### config.mk
export PLATFORM = sky130hd
export DESIGN_NAME = serreg_front
export DESIGN_NICKNAME = d
export VERILOG_FILES = /design/src/rtl/serreg_pkg.sv /design/src/rtl/serreg_fifo.sv /design/src/rtl/serreg_ctrl.sv /design/src/rtl/serreg_dp.sv /design/src/rtl/serreg_front.sv
export SDC_FILE = /design/constraint.sdc
export NUM_CORES = 1
export LEC_CHECK = 0
export BUFFER_PORTS_ARGS = -buffer_cell sky130_fd_sc_hd__buf_4
export CAP_MARGIN = 25
export CELL_PAD_IN_SITES_DETAIL_PLACEMENT = 1
export CELL_PAD_IN_SITES_GLOBAL_PLACEMENT = 1
export CORE_MARGIN = 2
export CORE_UTILIZATION = 47
export CTS_CLUSTER_SIZE = 20
export DETAILED_ROUTE_END_ITERATION = 7
export PLACE_DENSITY = 0.91
export SLEW_MARGIN = 20
export SYNTH_ARGS = -nofsm -noshare
export SYNTH_HDL_FRONTEND = slang
export SYNTH_SLANG_ARGS = --single-unit
### constraint.sdc
create_clock -name clk -period 3.85 [get_ports clk]
set_input_delay 0.1925 -clock clk [delete_from_list [all_inputs] [get_ports clk]]
set_output_delay 0.1925 -clock clk [all_outputs]
set_load 0.02 [all_outputs]
### src/rtl/serreg_pkg.sv
package serreg_pkg;
  typedef enum logic [1:0] {SEL_NONE, SEL_DATA, SEL_CTRL, SEL_STAT} regSel_t;

  typedef struct packed {
    logic rxPop;
    logic txPush;
    logic ctrlWrite;
    logic accErr;
    logic nrdyErr;
  } strobe_t;

  localparam int WIN_BYTES = 52;
  localparam int IDX_DATA  = 0;
  localparam int IDX_CTRL  = 3;
  localparam int IDX_STAT  = 5;
  localparam int RX_RDY_BIT = 0;
  localparam int TX_RDY_BIT = 5;
  localparam int CFG_BIT    = 7;

  function automatic logic partialMask(input logic [3:0] m);
    return (m != 4'h0) && (m != 4'hF);
  endfunction
endpackage

### src/rtl/serreg_fifo.sv
module serreg_fifo #(
  parameter int DEPTH = 8,
  parameter int WIDTH = 8
) (
  input  logic             clk,
  input  logic             rstN,
  input  logic             push,
  input  logic [WIDTH-1:0] pushData,
  input  logic             pop,
  output logic [WIDTH-1:0] head,
  output logic             empty,
  output logic             full
);
  localparam int PTR_W = $clog2(DEPTH);

  logic [WIDTH-1:0] mem [DEPTH];
  logic [PTR_W-1:0] wrPtr, rdPtr;
  logic [PTR_W:0]   count;
  logic doPush, doPop;

  assign empty  = (count == '0);
  assign full   = (count == (PTR_W+1)'(DEPTH));
  assign doPush = push && !full;
  assign doPop  = pop && !empty;
  assign head   = mem[rdPtr];

  always_ff @(posedge clk) begin
    if (!rstN) begin
      wrPtr <= '0;
      rdPtr <= '0;
      count <= '0;
    end else begin
      if (doPush) wrPtr <= (wrPtr == PTR_W'(DEPTH-1)) ? '0 : wrPtr + 1'b1;
      if (doPop)  rdPtr <= (rdPtr == PTR_W'(DEPTH-1)) ? '0 : rdPtr + 1'b1;
      if (doPush && !doPop)      count <= count + 1'b1;
      else if (doPop && !doPush) count <= count - 1'b1;
    end
  end

  always_ff @(posedge clk) begin
    if (doPush) mem[wrPtr] <= pushData;
  end
endmodule

### src/rtl/serreg_ctrl.sv
module serreg_ctrl
  import serreg_pkg::*;
#(
  parameter logic [31:0] BASE_ADDR = 32'hE000_C000
) (
  input  logic [31:0] busAddr,
  input  logic [3:0]  rdLanes,
  input  logic [3:0]  wrLanes,
  input  logic        rxReady,
  input  logic        txReady,
  output regSel_t     sel,
  output strobe_t     strb
);
  logic [31:0] offset;
  logic        hit;
  logic [3:0]  wordIdx;

  assign offset  = busAddr - BASE_ADDR;
  assign hit     = (busAddr >= BASE_ADDR) && (offset < 32'(WIN_BYTES));
  assign wordIdx = offset[5:2];

  always_comb begin
    sel = SEL_NONE;
    if (hit) begin
      case (wordIdx)
        4'(IDX_DATA): sel = SEL_DATA;
        4'(IDX_CTRL): sel = SEL_CTRL;
        4'(IDX_STAT): sel = SEL_STAT;
        default:      sel = SEL_NONE;
      endcase
    end
  end

  always_comb begin
    strb = '0;
    case (sel)
      SEL_DATA: begin
        if (rdLanes[0]) begin
          if (rxReady) strb.rxPop = 1'b1;
          else         strb.nrdyErr = 1'b1;
        end
        if (wrLanes[0]) begin
          if (txReady) strb.txPush = 1'b1;
          else         strb.nrdyErr = 1'b1;
        end
      end
      SEL_CTRL: begin
        if (partialMask(rdLanes) || partialMask(wrLanes)) strb.accErr = 1'b1;
        if (wrLanes == 4'hF) strb.ctrlWrite = 1'b1;
      end
      SEL_STAT: begin
        if (partialMask(rdLanes) || (wrLanes != 4'h0)) strb.accErr = 1'b1;
      end
      default: strb = '0;
    endcase
  end
endmodule

### src/rtl/serreg_dp.sv
module serreg_dp
  import serreg_pkg::*;
#(
  parameter int          FIFO_DEPTH  = 8,
  parameter int          READY_DELAY = 4,
  parameter logic [31:0] CTRL_RESET  = 32'h0000_0003
) (
  input  logic        clk,
  input  logic        rstN,
  input  regSel_t     sel,
  input  strobe_t     strb,
  input  logic [3:0]  rdLanes,
  input  logic [31:0] wrData,
  output logic [31:0] rdData,
  output logic        accErr,
  output logic        nrdyErr,
  output logic        cfgErr,
  output logic        rxReady,
  output logic        txReady,
  input  logic        rxInValid,
  input  logic [7:0]  rxInData,
  output logic        rxInReady,
  output logic        txOutValid,
  output logic [7:0]  txOutData,
  input  logic        txOutReady
);
  localparam int DLY_W = $clog2(READY_DELAY + 1);

  logic [31:0]      ctrlReg;
  logic [DLY_W-1:0] rxDly, txDly;
  logic [7:0]       rxHead;
  logic             rxEmpty, rxFull, txEmpty, txFull;
  logic [31:0]      statWord, wordOut;

  serreg_fifo #(.DEPTH(FIFO_DEPTH), .WIDTH(8)) u_rxq (
    .clk(clk), .rstN(rstN),
    .push(rxInValid), .pushData(rxInData),
    .pop(strb.rxPop), .head(rxHead),
    .empty(rxEmpty), .full(rxFull)
  );

  serreg_fifo #(.DEPTH(FIFO_DEPTH), .WIDTH(8)) u_txq (
    .clk(clk), .rstN(rstN),
    .push(strb.txPush), .pushData(wrData[7:0]),
    .pop(txOutReady), .head(txOutData),
    .empty(txEmpty), .full(txFull)
  );

  assign rxInReady  = !rxFull;
  assign txOutValid = !txEmpty;
  assign rxReady    = (rxDly == '0) && !rxEmpty;
  assign txReady    = (txDly == '0) && !txFull;
  assign cfgErr     = ctrlReg[CFG_BIT];

  always_ff @(posedge clk) begin
    if (!rstN) begin
      ctrlReg <= CTRL_RESET;
      rxDly   <= '0;
      txDly   <= '0;
      accErr  <= 1'b0;
      nrdyErr <= 1'b0;
    end else begin
      if (strb.ctrlWrite) ctrlReg <= wrData;
      if (strb.rxPop)        rxDly <= DLY_W'(READY_DELAY);
      else if (rxDly != '0)  rxDly <= rxDly - 1'b1;
      if (strb.txPush)       txDly <= DLY_W'(READY_DELAY);
      else if (txDly != '0)  txDly <= txDly - 1'b1;
      accErr  <= strb.accErr;
      nrdyErr <= strb.nrdyErr;
    end
  end

  always_comb begin
    statWord = '0;
    statWord[RX_RDY_BIT] = rxReady;
    statWord[TX_RDY_BIT] = txReady;
  end

  always_comb begin
    case (sel)
      SEL_DATA: wordOut = {24'h0, rxReady ? rxHead : 8'h00};
      SEL_CTRL: wordOut = ctrlReg;
      SEL_STAT: wordOut = statWord;
      default:  wordOut = '0;
    endcase
  end

  for (genvar k = 0; k < 4; k++) begin : g_lane
    assign rdData[8*k +: 8] = rdLanes[k] ? wordOut[8*k +: 8] : 8'h00;
  end
endmodule

### src/rtl/serreg_front.sv
module serreg_front
  import serreg_pkg::*;
#(
  parameter logic [31:0] BASE_ADDR   = 32'hE000_C000,
  parameter int          FIFO_DEPTH  = 8,
  parameter int          READY_DELAY = 4,
  parameter logic [31:0] CTRL_RESET  = 32'h0000_0003
) (
  input  logic        clk,
  input  logic        rstN,
  input  logic [31:0] busAddr,
  input  logic [3:0]  rdLanes,
  input  logic [3:0]  wrLanes,
  input  logic [31:0] wrData,
  output logic [31:0] rdData,
  output logic        accErr,
  output logic        nrdyErr,
  output logic        cfgErr,
  input  logic        rxInValid,
  input  logic [7:0]  rxInData,
  output logic        rxInReady,
  output logic        txOutValid,
  output logic [7:0]  txOutData,
  input  logic        txOutReady
);
  regSel_t sel;
  strobe_t strb;
  logic    rxReady, txReady;

  serreg_ctrl #(.BASE_ADDR(BASE_ADDR)) u_ctrl (
    .busAddr(busAddr), .rdLanes(rdLanes), .wrLanes(wrLanes),
    .rxReady(rxReady), .txReady(txReady),
    .sel(sel), .strb(strb)
  );

  serreg_dp #(
    .FIFO_DEPTH(FIFO_DEPTH), .READY_DELAY(READY_DELAY), .CTRL_RESET(CTRL_RESET)
  ) u_dp (
    .clk(clk), .rstN(rstN), .sel(sel), .strb(strb),
    .rdLanes(rdLanes), .wrData(wrData), .rdData(rdData),
    .accErr(accErr), .nrdyErr(nrdyErr), .cfgErr(cfgErr),
    .rxReady(rxReady), .txReady(txReady),
    .rxInValid(rxInValid), .rxInData(rxInData), .rxInReady(rxInReady),
    .txOutValid(txOutValid), .txOutData(txOutData), .txOutReady(txOutReady)
  );
endmodule

Word-level counts from Yosys, hierarchy flattened
Memory sizes are Yosys's and may differ from the RTL's. A register that Yosys moved wholly into a read port is not among the register bits.
Cells that the tools add are included.
{"block": "classes", "reduce_logical": 39, "order_cmp": 2, "addsub": 11, "eq_ne": 14, "mux": 42, "n_bitwise": 1}
{"operator": "case mux 32 bit (3 select lines)", "count": 1}
{"operator": "2-to-1 mux 8 bit", "count": 5}
{"operator": "2-to-1 mux 3 bit", "count": 12}
{"operator": ">= comparator 32 bit (second input constant)", "count": 1}
{"operator": "less-than comparator 32 x 6 -> 1 bit (second input constant)", "count": 1}
{"operator": "subtractor 32 bit (second input constant)", "count": 1}
{"operator": "2-to-1 mux 1 bit", "count": 16}
{"operator": "2-to-1 mux 4 bit", "count": 4}
{"operator": "logical AND 1 bit", "count": 13}
{"operator": "adder 3 x 1 -> 3 bit (second input constant)", "count": 4}
{"operator": "equality test 3 bit (second input constant)", "count": 4}
{"operator": "equality test 4 bit (second input constant)", "count": 3}
{"operator": "logical NOT 4 bit", "count": 3}
{"operator": "adder 4 x 1 -> 4 bit (second input constant)", "count": 2}
{"operator": "logical NOT 1 bit", "count": 8}
{"operator": "inequality test 4 bit (second input constant)", "count": 2}
{"operator": "nonzero test 2 bit", "count": 4}
{"operator": "nonzero test 4 bit", "count": 2}
{"operator": "subtractor 4 x 1 -> 4 bit (second input constant)", "count": 2}
{"operator": "logical NOT 3 bit", "count": 2}
{"operator": "case mux 2 bit (3 select lines)", "count": 1}
{"operator": "nonzero test 3 bit", "count": 2}
{"operator": "subtractor 3 x 1 -> 3 bit (second input constant)", "count": 2}
{"operator": "equality test 2 bit (second input constant)", "count": 2}
{"operator": "other kinds (9)", "count": 12}
{"block": "word_totals", "input_bits": 84, "mem_bits_rw": 128, "wordCells": 124, "regBits": 60, "n_memories": 2, "output_inout_bits": 45}
{"memory": "u_dp.u_rxq.mem", "words": 8, "width": 8, "rd": 1, "rd_ports_with_merged_regs": 1, "write_ports": 1, "line": "serreg_fifo.sv:16", "source": "logic [WIDTH-1:0] mem [DEPTH];"}
{"memory": "u_dp.u_txq.mem", "words": 8, "width": 8, "rd": 1, "rd_ports_with_merged_regs": 1, "write_ports": 1, "line": "serreg_fifo.sv:16"}

Depth between registers and ports, before layout
Gate-level depths: netlist of run 1.
{"block": "logic_depth", "word_depth": 11, "depth_mapped": 14}

Cells and area by module
Synthesis of run 1 repeated with hierarchy kept, for this count alone.
{"block": "hier_totals", "hier_cells": 581, "hier_area_um2": 8558.2}
{"module": "serreg_fifo at u_dp.u_rxq", "area_per_inst_um2": 3180.6, "cells_each": 169, "instances": 1, "seq_area_each_um2": 2182.1}
{"module": "serreg_fifo at u_dp.u_txq", "area_per_inst_um2": 3178.0, "cells_each": 168, "instances": 1, "seq_area_each_um2": 2182.1}
{"module": "serreg_dp", "area_per_inst_um2": 1910.6, "cells_each": 196, "instances": 1, "seq_area_each_um2": 800.8}
{"module": "serreg_ctrl", "area_per_inst_um2": 289.0, "cells_each": 48, "instances": 1, "seq_area_each_um2": 0.0}

Worst setup path before layout of run 1
Ideal clock, no wire load.
{"block": "synth_timing", "path_type": "flip-flop to flip-flop", "startpoint": "register u_dp.u_rxq.count[0]", "endpoint": "register u_dp.u_rxq.count[3]", "path_stages_with_launch": 11, "setup_ns": 0.072, "n_path_buf": 0, "setup_slack_ns": 1.111, "arrival_time_ns": 2.667, "path_cell_list": "dfxtp_1 > or4b_2 > nand2_2 > inv_1 > ha_1 > inv_1 > ha_1 > a21o_1 > a21oi_1 > mux2i_1 > mux2i_1"}
{"block": "synth_between", "elab_cells_between_ends": 19}
{"element": "start, declared", "line": "serreg_fifo.sv:18", "source": "logic [PTR_W:0] count;"}
{"element": "start signal, assigned", "line": "serreg_fifo.sv:35", "source": "if (doPush && !doPop) count <= count + 1'b1;"}
{"element": "start signal, assigned", "line": "serreg_fifo.sv:36", "source": "else if (doPop && !doPush) count <= count - 1'b1;"}
{"element": "equality test 4 bit (*)", "line": "serreg_fifo.sv:22", "source": "assign full = (count == (PTR_W+1)'(DEPTH));"}
{"element": "logical NOT 1 bit (*)"}
{"element": "via rxInReady", "line": "serreg_front.sv:21", "source": "output logic rxInReady,"}
{"element": "logical AND 1 bit (*)", "line": "serreg_fifo.sv:23", "source": "assign doPush = push && !full;"}
{"element": "via u_dp.u_rxq.doPush", "line": "serreg_fifo.sv:19", "source": "logic doPush, doPop;"}
{"element": "logical NOT 1 bit", "line": "serreg_fifo.sv:36"}
{"element": "logical AND 1 bit", "line": "serreg_fifo.sv:36"}
{"element": "nonzero test 2 bit (no line)"}
The timed path passes the listed nets; every way through them passes the cells marked *. The select of a mux whose other input is x is not followed.
A chain may end at the register's enable or synchronous reset.

Final worst setup path of run 1
{"block": "layout_timing", "startpoint": "input busAddr[9]", "endpoint": "output rdData[0]"}
{"block": "layout_between", "elab_chain_cells": 7, "elab_cells_between_ends": 10}
{"element": "start, declared", "line": "serreg_front.sv:11", "source": "input logic [31:0] busAddr,"}
{"element": "subtractor 32 bit", "line": "serreg_ctrl.sv:18", "source": "assign offset = busAddr - BASE_ADDR;"}
{"element": "less-than comparator 32 x 6 -> 1 bit", "line": "serreg_ctrl.sv:19", "source": "assign hit = (busAddr >= BASE_ADDR) && (offset < 32'(WIN_BYTES));"}
{"element": "logical AND 1 bit (*)", "line": "serreg_ctrl.sv:19"}
{"element": "2-to-1 mux 2 bit (*)", "line": "serreg_ctrl.sv:24", "source": "if (hit) begin"}
{"element": "equality test 2 bit / equality test 2 x 1 -> 1 bit (equally long branches)", "line": "serreg_dp.sv:80", "source": "case (sel)"}
{"element": "case mux 32 bit (3 select lines) (*)", "line": "serreg_dp.sv:80"}
{"element": "2-to-1 mux 8 bit (*)", "line": "serreg_dp.sv:89", "source": "assign rdData[8*k +: 8] = rdLanes[k] ? wordOut[8*k +: 8] : 8'h00;"}
{"element": "end, declared", "line": "serreg_front.sv:15", "source": "output logic [31:0] rdData,"}
Mark *: on every way between the ends. The rest lies on a longest branch, timed or not.

==> out/results.ini, run 1 <==
[clock_tree]
numClockSinks=194
cts_buffers=17
post_cts_buffers=0
h-tree-depth=4
clock_latency_ns=0.44
clockBufferDepth=2
cts_tree=yes
cts_resized=0
root_buffer=clkbuf_16
clkSlewWorstSetupHoldPaths_ns=0.07

[synthesis]
synth.area.top_cells=edfxtp_1 43%, dfxtp_1 15%, mux4_2 8.1%, o31ai_1 3.1%, nor4_2 3.1%
synth_commonest_cells=128 x edfxtp_1, 66 x dfxtp_1, 50 x a21oi_1
synth_edf_count=128
syn_nets=762
ys_types=62
synth_cells=656
ys_seq_elements=194
yosysSeqAreaShare_pct=58.2
avgSynthCellArea_sq_um=13.5
yosys.area.top_type_share_pct=43.3
syn_area_sq_um=8880
yosysTopAreaCell=edfxtp_1
ys_warn_count=0
ys.flop_type=edfxtp_1
synthArstFlopShare_pct=0
synth_most_common_cell=edfxtp_1

[worst_setup_path]
cp.buffers_inverters=3
reg2reg_depth=13
crit_type=in2out
crit_top_cell=buf_4
r2r_end=u_dp.u_rxq.count[3]$_SDFFE_PN0P_
cpLargestDelayFamily=simple AND/OR/NAND/NOR gates
cp_data_required_time_ns=3.66
startpoint_type=primary input
worstPathArrival_ns=3.07
crit_path_top_delay_cell=nor4bb_1
reg2reg_slack_ns=0.62
cp_cell_sequence=buf_4, nor4bb_1, and4_1, buf_4, nand4_1, a211oi_1, buf_4
worstReg2RegStart=u_dp.rxDly[0]$_SDFFE_PP0P_
critPathCaptureType=output port
path_max_fanout=37
critPathMaxStageDelay_ns=0.60

[route]
wl_um=24800
drc=0
drtPass1Iterations=4
drtIter0Drc=407
vias=6297
via_per_inst=6.11
detail-route-antenna-nets=0
avgRoutedWirePerCell_um=24.1

[timing]
tns_ns=0
fmax_mhz=306
setup_viol=0
rsz0062_at_grt=no
hold_viol=0
post-route-min-period_ns=3.26
period_share_pct=84.8
tightest_slew_ns=1.04
maxSlewHeadroom_pct=30.7
drv_slew=0
finClkSkew_ns=0.0115
holdWs_ns=0.0173
setup_ws_ns=0.587

[hold_path]
hold_end=u_dp.u_txq.mem[4][3]$_DFFE_PP_
min_path_type=in2reg
whs_path_depth=1
min_from=wrData[3]

[global_route]
grt_max_degree=41
grt_pass1_wl_um=38800
overflow=0
antenna_found_initial=0
first_global_vias=6839
grt_usage_pct=25.7

[finish]
fillCellCount=1822
drive_gt1_share_pct=32.2
finalNetCount=889
regArea_sq_um=5160
multi_input_comb_area_sq_um=3280
areaGrowthSynthToFinish_pct=20.9
antenna_cells=0

[run_status]
outcome=finished clean

[pwr]
combinationalPowerShare_pct=15.6
p_int_mw=3.68
p_leak_nw=3.68
power.total_mw=4.99
power_density_nw_per_um2=465
power.share.clock_pct=37.0
swShare_pct=26.2
ir_worst_vdd_uv=334
power_frac_seq_pct=47.4
power_switching_mw=1.31

[placement]
dpl_worst_slack_ns=0.692
hpwl_um=17100
portBuffers=126
gp_congestion=0.848

[floorplanning]
initial_core_util_pct=47.6
core_area_sq_um=18600
design.portCount=129
die_area_sq_um=20000
die_width_um=141
core.rowCount=50
die_y_um=141

[job]
max-cap-violations=0

## placed cells by master (no fill, tap or decap), types with 3 or more instances in the layout
cell	instances
ha_1	20
edfxtp_1	128
nand4b_1	3
mux2_2	8
buf_4	146
inv_1	40
mux4_2	32
dlygate4sd3_1	12
o21ai_0	4
dfxtp_1	66
mux2i_1	15
xor2_1	5
nand2b_1	7
inv_8	3
and4_1	5
nor4_1	11
a21oi_1	50
nand2_1	16
clkbuf_16	17
nor2_1	25
nor3_1	11
inv_6	4
nor4_2	23
nor2b_1	3
xnor2_1	3
a2bb2oi_1	6
o31ai_1	37
nand4_1	40
nor4bb_1	3
## per-layer routing
layer / GRT usage (%) / wire length (um) / part of all wire (%)
met2: 45.6 / 13200 / 53
met5: 0 / 0 / 0
met1: 30.7 / 9530 / 38
met4: 10.5 / 746 / 3.0
met3: 5.20 / 1370 / 5.5
## layout make-up
class | count | share of cell area, %
Sequential cell | 194 | 48.1
Multi-Input combinational cell | 369 | 30.5
Timing Repair Buffer | 159 | 11.5
Clock buffer | 19 | 4.22
Tap cell | 234 | 2.73
Clock inverter | 13 | 1.49
Inverter | 42 | 1.48
## worst reg2reg max path: cells and delay by family, from the launching register on
family | cells | cell delay [ns]
simple gates | 2 | 0.50
buf+inv | 2 | 0.20
compound gates | 3 | 0.74
flops | 1 | 0.33
mux | 2 | 0.48
fa+ha+maj | 4 | 0.92
## sequential cells by signal, summed over array words and instances, names as in the netlist, named ones only
signal	cells
u_dp.u_txq.count	4
u_dp.accErr	1
u_dp.u_rxq.count	4
u_dp.rxDly	3
u_dp.u_txq.rdPtr	3
u_dp.u_rxq.wrPtr	3
u_dp.txDly	3
u_dp.u_txq.wrPtr	3
u_dp.u_rxq.mem	64
u_dp.nrdyErr	1
u_dp.u_rxq.rdPtr	3
u_dp.ctrlReg	32
u_dp.u_txq.mem	64
## metrics by stage
stage	instance area (sq um)	util (%)	cells
2_1_floorplan	8880	-	656
3_3_place_gp	9990	53.6	985
3_5_place_dp	10000	53.7	986
4_1_cts	10700	57.6	1030
5_1_grt	10700	57.6	1030
6_report	10700	57.6	1030
## kinds of logic after synthesis
| logic type | count (synthesis) | share of synthesized area, % |
|---|---|---|
| AOI/OAI and AO/OA | 113 | 8.48 |
| xor gates and xnor gates | 8 | 0.789 |
| adders and majority gates | 22 | 3.27 |
| buffers and inverters | 93 | 4.99 |
| muxes | 55 | 10.8 |
| and+or+nand+nor | 171 | 13.5 |
| DFF | 194 | 58.2 |
## how the worst max path moves through the flow
stage | end | slack (ns) | cells past startpoint | startpoint
final | rdData[0] | 0.59 | 7 | busAddr[9]
after global routing | u_dp.u_rxq.count[3]$_SDFFE_PN0P_ | 0.38 | 13 | u_dp.rxDly[0]$_SDFFE_PP0P_
after CTS | u_dp.u_rxq.count[3]$_SDFFE_PN0P_ | 0.62 | 13 | u_dp.rxDly[0]$_SDFFE_PP0P_
after detailed placement | u_dp.u_rxq.count[3]$_SDFFE_PN0P_ | 0.69 | 13 | u_dp.rxDly[0]$_SDFFE_PP0P_
after global placement | u_dp.u_rxq.count[3]$_SDFFE_PN0P_ | 0.84 | 13 | u_dp.rxDly[0]$_SDFFE_PP0P_
after floorplan | u_dp.u_rxq.count[3]$_SDFFE_PN0P_ | 1.11 | 10 | u_dp.u_rxq.count[0]$_SDFFE_PN0P_
## timing repair
item | in CTS | in global routing
hold buffers | 12 | 0
hold endpoints to repair | 82 | 0
endpoints found under the setup margin | 0 | 0
## power by group through the flow
stage / registers [mW] / logic, mW / clock network, mW
CTS: 2.37 / 0.785 / 1.88
global route: 2.38 / 0.855 / 1.95
floorplan: 2.38 / 0.506 / 0
finish: 2.37 / 0.780 / 1.84
detailed placement: 2.41 / 0.765 / 0
global placement: 2.41 / 0.683 / 0
Note: power is estimated with default switching activity, not from simulation.
==> inputs of run 2 (changes only) <==
--- a/config.mk
+++ b/config.mk
@@ -5,15 +5,16 @@
 export SDC_FILE = /design/constraint.sdc
 export NUM_CORES = 1
 export LEC_CHECK = 0
+export ABC_AREA = 1
 export BUFFER_PORTS_ARGS = -buffer_cell sky130_fd_sc_hd__buf_4
 export CAP_MARGIN = 25
 export CELL_PAD_IN_SITES_DETAIL_PLACEMENT = 1
 export CELL_PAD_IN_SITES_GLOBAL_PLACEMENT = 1
 export CORE_MARGIN = 2
-export CORE_UTILIZATION = 47
+export CORE_UTILIZATION = 39
 export CTS_CLUSTER_SIZE = 20
 export DETAILED_ROUTE_END_ITERATION = 7
-export PLACE_DENSITY = 0.91
+export PLACE_DENSITY = 0.87
 export SLEW_MARGIN = 20
 export SYNTH_ARGS = -nofsm -noshare
 export SYNTH_HDL_FRONTEND = slang
==> constraint.sdc (replaced) <==
create_clock -name clk -period 3 [get_ports clk]
set_input_delay 0.15 -clock clk [delete_from_list [all_inputs] [get_ports clk]]
set_output_delay 0.15 -clock clk [all_outputs]
set_load 0.02 [all_outputs]
==> out/results.ini, run 2 <==
[run_status]
outcome=finished clean

[synthesis]
synth.area.top_cells=edfxtp_1 43%, dfxtp_1 15%, nor2_1 11%, nand2_1 7.0%, o21ai_0 4.5%
yosysSeqAreaShare_pct=58.2
syn_area_sq_um=8880
synth_commonest_cells=265 x nor2_1, 166 x nand2_1, 128 x edfxtp_1
yosysTopAreaCell=edfxtp_1
ys_types=39
synth_cells=996
synth_most_common_cell=nor2_1
ys_seq_elements=194
syn_nets=1102
ys.flop_type=edfxtp_1
synth_edf_count=128
avgSynthCellArea_sq_um=8.92
ys_warn_count=0
yosys.area.top_type_share_pct=43.3
synthArstFlopShare_pct=0

[worst_setup_path]
r2r_end=u_dp.u_txq.count[3]$_SDFFE_PN0P_
cp_cell_sequence=inv_1, ha_1, ha_4, inv_1, a31oi_4, nand2_2, nor2_4, ha_2, inv_1, ha_1, and3_1, a211oi_2, nor2_1, nor2_1, nand2_1, o21ai_0, a21oi_1
cp_data_required_time_ns=3.32
crit_type=reg2reg
critPathCaptureType=flop
worstPathArrival_ns=3.07
startpoint_type=flop
worstReg2RegStart=u_dp.txDly[0]$_SDFFE_PP0P_
critPathMaxStageDelay_ns=0.31
crit_path_top_delay_cell=dfxtp_1
crit_top_cell=inv_1
path_max_fanout=4
reg2reg_slack_ns=0.25
reg2reg_depth=17
cpLargestDelayFamily=adder cells
cp.buffers_inverters=3

[timing]
post-route-min-period_ns=2.75
fmax_mhz=364
setup_ws_ns=0.250
maxSlewHeadroom_pct=40.8
setup_viol=0
finClkSkew_ns=0.0128
drv_slew=0
tightest_slew_ns=0.884
hold_viol=0
period_share_pct=91.7

[global_route]
grt_max_degree=63
use_met1_pct=23.9
top_usage_layer=met2
gr-usage-met3_pct=3.98
overflow=0
grt_util_met2_pct=39.6
grt_usage_pct=21.5
first_global_vias=8118
grt_pass1_wl_um=40600
antenna_found_initial=1

[floorplanning]
design.portCount=129
core_area_sq_um=22500
die_y_um=155
die_width_um=155
initial_core_util_pct=39.5
die_area_sq_um=24000
core.rowCount=55

[finish]
mostFrequentLayoutCells=264 x nor2_1, 165 x nand2_1, 152 x buf_4
areaGrowthSynthToFinish_pct=26.7
reg.largest.list=u_dp.u_rxq.mem: 64 flops, u_dp.u_txq.mem: 64 flops, u_dp.ctrlReg: 32 flops
fin_cells=1475
finalNetCount=1282
final_common_cell=nor2_1
fin_util_pct=50.0
drive_gt1_share_pct=17.2

[placement]
placed_cells=1402
portBuffers=126
hpwl_um=16800
dpl_worst_slack_ns=-0.0781
gp_congestion=0.817

[pwr]
power_density_nw_per_um2=616
ir_worst_vdd_uv=356
power.total_mw=6.93
p_leak_nw=4.82

[route]
vias=7435
detail-route-antenna-nets=0
avgRoutedWirePerCell_um=17.3
drc=0
drtIter0Drc=376
wl_um=25500
drtPass1Iterations=4
via_per_inst=5.04

[hold_path]
min_path_type=in2reg
hold_end=u_dp.ctrlReg[25]$_SDFFE_PN0P_
min_from=wrData[25]
whs_path_depth=3

[clock_tree]
clkSlewWorstSetupHoldPaths_ns=0.07
cts_buffers=17
h-tree-depth=4
clock_latency_ns=0.44
root_buffer=clkbuf_16
numClockSinks=194
clockBufferDepth=2
cts_tree=yes

[job]
max-cap-violations=0

==> run 2: changes by cell type after synthesis, moves of 30 or more <==
cell     delta
a21oi_1    -37
nand4_1    -30
nand2_1   +150
inv_1      +64
nor2_1    +240
mux4_2     -32
o31ai_1    -36
o21ai_0    +76
==> run 2: report_power, final <==
part / switching (mW) / leakage, nW / total (mW) / internal [mW]
logic: 1.01 / 2.86 / 1.67 / 0.662
registers: 0.107 / 1.69 / 3.09 / 2.98
clock network: 0.941 / 0.272 / 2.17 / 1.23
==> run 2: final cells by class <==
type	instances	area (sq um)
Timing Repair Buffer	191	1530
Clock buffer	29	543
Sequential cell	194	5160
Inverter	108	408
Fill cell	2597	11300
Tap cell	285	357
Clock inverter	3	17.5
Antenna cell	1	2.50
Multi-Input combinational cell	664	3230
==> run 2: logic make-up after synthesis <==
family	synth area share [%]
XOR/XNOR	0.493
AND/OR/NAND/NOR	23.3
AO/OA/AOI/OAI	8.62
adder cells (fa/ha/maj)	3.27
flip-flops	58.2
buffers and inverters	6.16
==> run 2: layer usage <==
metal  routed length [um]  part of all wire, %  vias to the layer above
li1                     -                    -                     3629
met1                10300                   41                     3578
met2                13400                   53                      160
met3                  732                  2.9                       68
met4                  979                  3.8                        0
met5                    0                    0                        -
==> run 2: worst register-to-register path: stages (launching register included) <==
cell and delay [ns]:
dfxtp_1 0.31, inv_1 0.08, ha_1 0.22, ha_4 0.17, inv_1 0.09, a31oi_4 0.17
nand2_2 0.10, nor2_4 0.12, ha_2 0.20, inv_1 0.10, ha_1 0.29, and3_1 0.18
a211oi_2 0.19, nor2_1 0.07, nor2_1 0.09, nand2_1 0.07, o21ai_0 0.15, a21oi_1 0.07
==> run 2: how the worst max path moves through the flow <==
stage                                    start                                to  slack [ns]  cells past startpoint
global placement                   busAddr[16]  u_dp.u_txq.count[3]$_SDFFE_PN0P_        0.04                     20
CTS                 u_dp.txDly[0]$_SDFFE_PP0P_  u_dp.u_txq.count[3]$_SDFFE_PN0P_        0.03                     17
finish              u_dp.txDly[0]$_SDFFE_PP0P_  u_dp.u_txq.count[3]$_SDFFE_PN0P_        0.25                     17
floorplan                          busAddr[16]  u_dp.u_txq.count[3]$_SDFFE_PN0P_        0.26                     19
detailed placement                 busAddr[16]  u_dp.u_txq.count[3]$_SDFFE_PN0P_       -0.08                     20
global route        u_dp.txDly[0]$_SDFFE_PP0P_  u_dp.u_txq.count[3]$_SDFFE_PN0P_      -0.002                     17
==> run 2: metrics by stage <==
step	TNS, ns	instance area, sq um	hold slack, ns
6_report	0	11300	0.0401
5_1_grt	-0.00185	11300	0.0643
4_1_cts	0	11200	0.0204
3_5_place_dp	-0.110	10200	0.381
3_3_place_gp	0	10200	0.371
2_1_floorplan	0	8880	0.249
==> run 2: repair_timing <==
| item | CTS | global route |
|---|---|---|
| setup buffers | 0 | 1 |
| endpoints found under the hold margin | 151 | 0 |
| hold buffers | 39 | 0 |
| gates resized for setup | 2 | 9 |
| endpoints found under the setup margin | 1 | 2 |
==> inputs of run 3 (changes only) <==
--- a/config.mk
+++ b/config.mk
@@ -10,7 +10,7 @@
 export CAP_MARGIN = 25
 export CELL_PAD_IN_SITES_DETAIL_PLACEMENT = 1
 export CELL_PAD_IN_SITES_GLOBAL_PLACEMENT = 1
-export CORE_MARGIN = 2
+export CORE_MARGIN = 4
 export CORE_UTILIZATION = 39
 export CTS_CLUSTER_SIZE = 20
 export DETAILED_ROUTE_END_ITERATION = 7
==> out/results.ini, run 3 (synthesis gave the netlist of run 2 again) <==
[worst_setup_path]
cp.buffers_inverters=3
cp_data_required_time_ns=3.33
crit_start=u_dp.txDly[0]$_SDFFE_PP0P_
cpLargestDelayFamily=adder cells
worstPathArrival_ns=3.10
crit_type=reg2reg
crit_path_top_delay_cell=dfxtp_1
reg2reg_slack_ns=0.22
path_max_fanout=4
cp_cell_sequence=inv_1, ha_2, ha_4, inv_1, a31oi_4, nand2_2, nor2_4, ha_1, inv_1, ha_1, and3_1, a211oi_2, nor2_1, nor2_1, nand2_1, o21ai_0, a21oi_1
critPathCaptureType=flop
critPathMaxStageDelay_ns=0.31
crit_top_cell=inv_1
reg2reg_depth=17
startpoint_type=flop
worstReg2RegStart=u_dp.txDly[0]$_SDFFE_PP0P_
r2r_end=u_dp.u_txq.count[3]$_SDFFE_PN0P_

[route]
avgRoutedWirePerCell_um=18.0
via_per_inst=5.09
drtIter0Drc=453
detail-route-antenna-nets=0
drc=0
vias=7481
drtPass1Iterations=5
wl_um=26400

[placement]
portBuffers=126
hpwl_um=18200
dpl_worst_slack_ns=-0.150
dpl_cell_area_sq_um=10200
gp_congestion=0.817

[timing]
setup_viol=0
fmax_mhz=360
post-route-min-period_ns=2.78
finClkSkew_ns=0.00960
drv_slew=0
holdWs_ns=0.122
setup_ws_ns=0.222
tightest_slew_ns=0.921
hold_viol=0
period_share_pct=92.6
maxSlewHeadroom_pct=38.6

[finish]
fin_util_pct=50.9
antenna_cells=0
drive_gt1_share_pct=17.3
reg.largest.list=u_dp.u_rxq.mem: 64 flops, u_dp.u_txq.mem: 64 flops, u_dp.ctrlReg: 32 flops
final_cell_area_sq_um=11200
final_common_cell=nor2_1
finalNetCount=1283
areaGrowthSynthToFinish_pct=26.6
fillCellCount=2576
mostFrequentLayoutCells=264 x nor2_1, 165 x nand2_1, 152 x buf_4

[pwr]
ir_worst_vdd_uv=403
power_density_nw_per_um2=617
p_leak_nw=4.83

[clock_tree]
clockBufferDepth=2
numClockSinks=194
cts_tree=yes
cts_buffers=17
root_buffer=clkbuf_16
clkSlewWorstSetupHoldPaths_ns=0.07
clock_latency_ns=0.43
h-tree-depth=4

[global_route]
antenna_found_initial=0
grt_max_degree=63
grt_usage_pct=20.6
grt_pass1_wl_um=42100
overflow=0
first_global_vias=8199

[floorplanning]
core.rowCount=54
die_y_um=159
initial_core_util_pct=40.2
die_width_um=159
die_area_sq_um=25200
core_area_sq_um=22100
design.portCount=129

[hold_path]
min_path_type=in2reg
whs_path_depth=3
min_from=rstN
hold_end=u_dp.ctrlReg[28]$_SDFFE_PN0P_

[run_status]
outcome=finished clean

[job]
max-cap-violations=0

## run 3: worst max-delay path by stage
stage,end,depth (start not counted),slack [ns]
CTS,u_dp.u_txq.count[3]$_SDFFE_PN0P_,17,0.03
floorplan,u_dp.u_txq.count[3]$_SDFFE_PN0P_,19,0.26
detailed placement,u_dp.u_txq.count[3]$_SDFFE_PN0P_,22,-0.15
finish,u_dp.u_txq.count[3]$_SDFFE_PN0P_,17,0.22
global route,u_dp.u_txq.count[3]$_SDFFE_PN0P_,17,-0.02
global placement,u_dp.u_rxq.count[3]$_SDFFE_PN0P_,21,0.07
## run 3: routing by layer
| metal | up-vias | routed length, um | global-route usage [%] |
|---|---|---|---|
| met5 | - | 0 | 0 |
| met4 | 0 | 606 | 7.10 |
| met3 | 42 | 721 | 4.07 |
| met2 | 141 | 14500 | 39.1 |
| met1 | 3660 | 10600 | 23.0 |
| li1 | 3638 | - | - |
## run 3: timing repair
action | CTS | global route
endpoints found under the setup margin | 1 | 2
pin swaps | 0 | 0
buffers inserted | 0 | 1
gates resized for setup | 3 | 9
hold endpoints to repair | 152 | 0
hold buffers | 40 | 0
## run 3: layout make-up
cell class	count	area (sq um)	area share, %
multi-input combinational	664	3240	28.8
sequential	194	5160	45.9
clock buffer	23	458	4.07
tap	280	350	3.12
inverter	108	408	3.63
clock inverter	9	81.3	0.723
timing repair buffer	192	1540	13.7
## run 3: worst reg2reg max path, cell delays in order (launching register included)
cell and delay (ns):
dfxtp_1 0.31, inv_1 0.08, ha_2 0.21, ha_4 0.16, inv_1 0.10, a31oi_4 0.22
nand2_2 0.11, nor2_4 0.14, ha_1 0.19, inv_1 0.11, ha_1 0.28, and3_1 0.17
a211oi_2 0.17, nor2_1 0.06, nor2_1 0.08, nand2_1 0.07, o21ai_0 0.16, a21oi_1 0.06
## run 3: power breakdown
part	total [mW]	switching (mW)	internal [mW]
clock network	2.14	0.978	1.17
logic	1.73	1.05	0.677
registers	3.07	0.0887	2.98
## run 3: stage by stage
step	setup TNS [ns]	power, mW	instances
floorplan	0	4.07	996
global placement	0	4.57	1397
detailed placement	-0.223	4.68	1397
CTS	0	6.88	1469
global route	-0.0202	7.29	1470
finish	0	6.94	1470
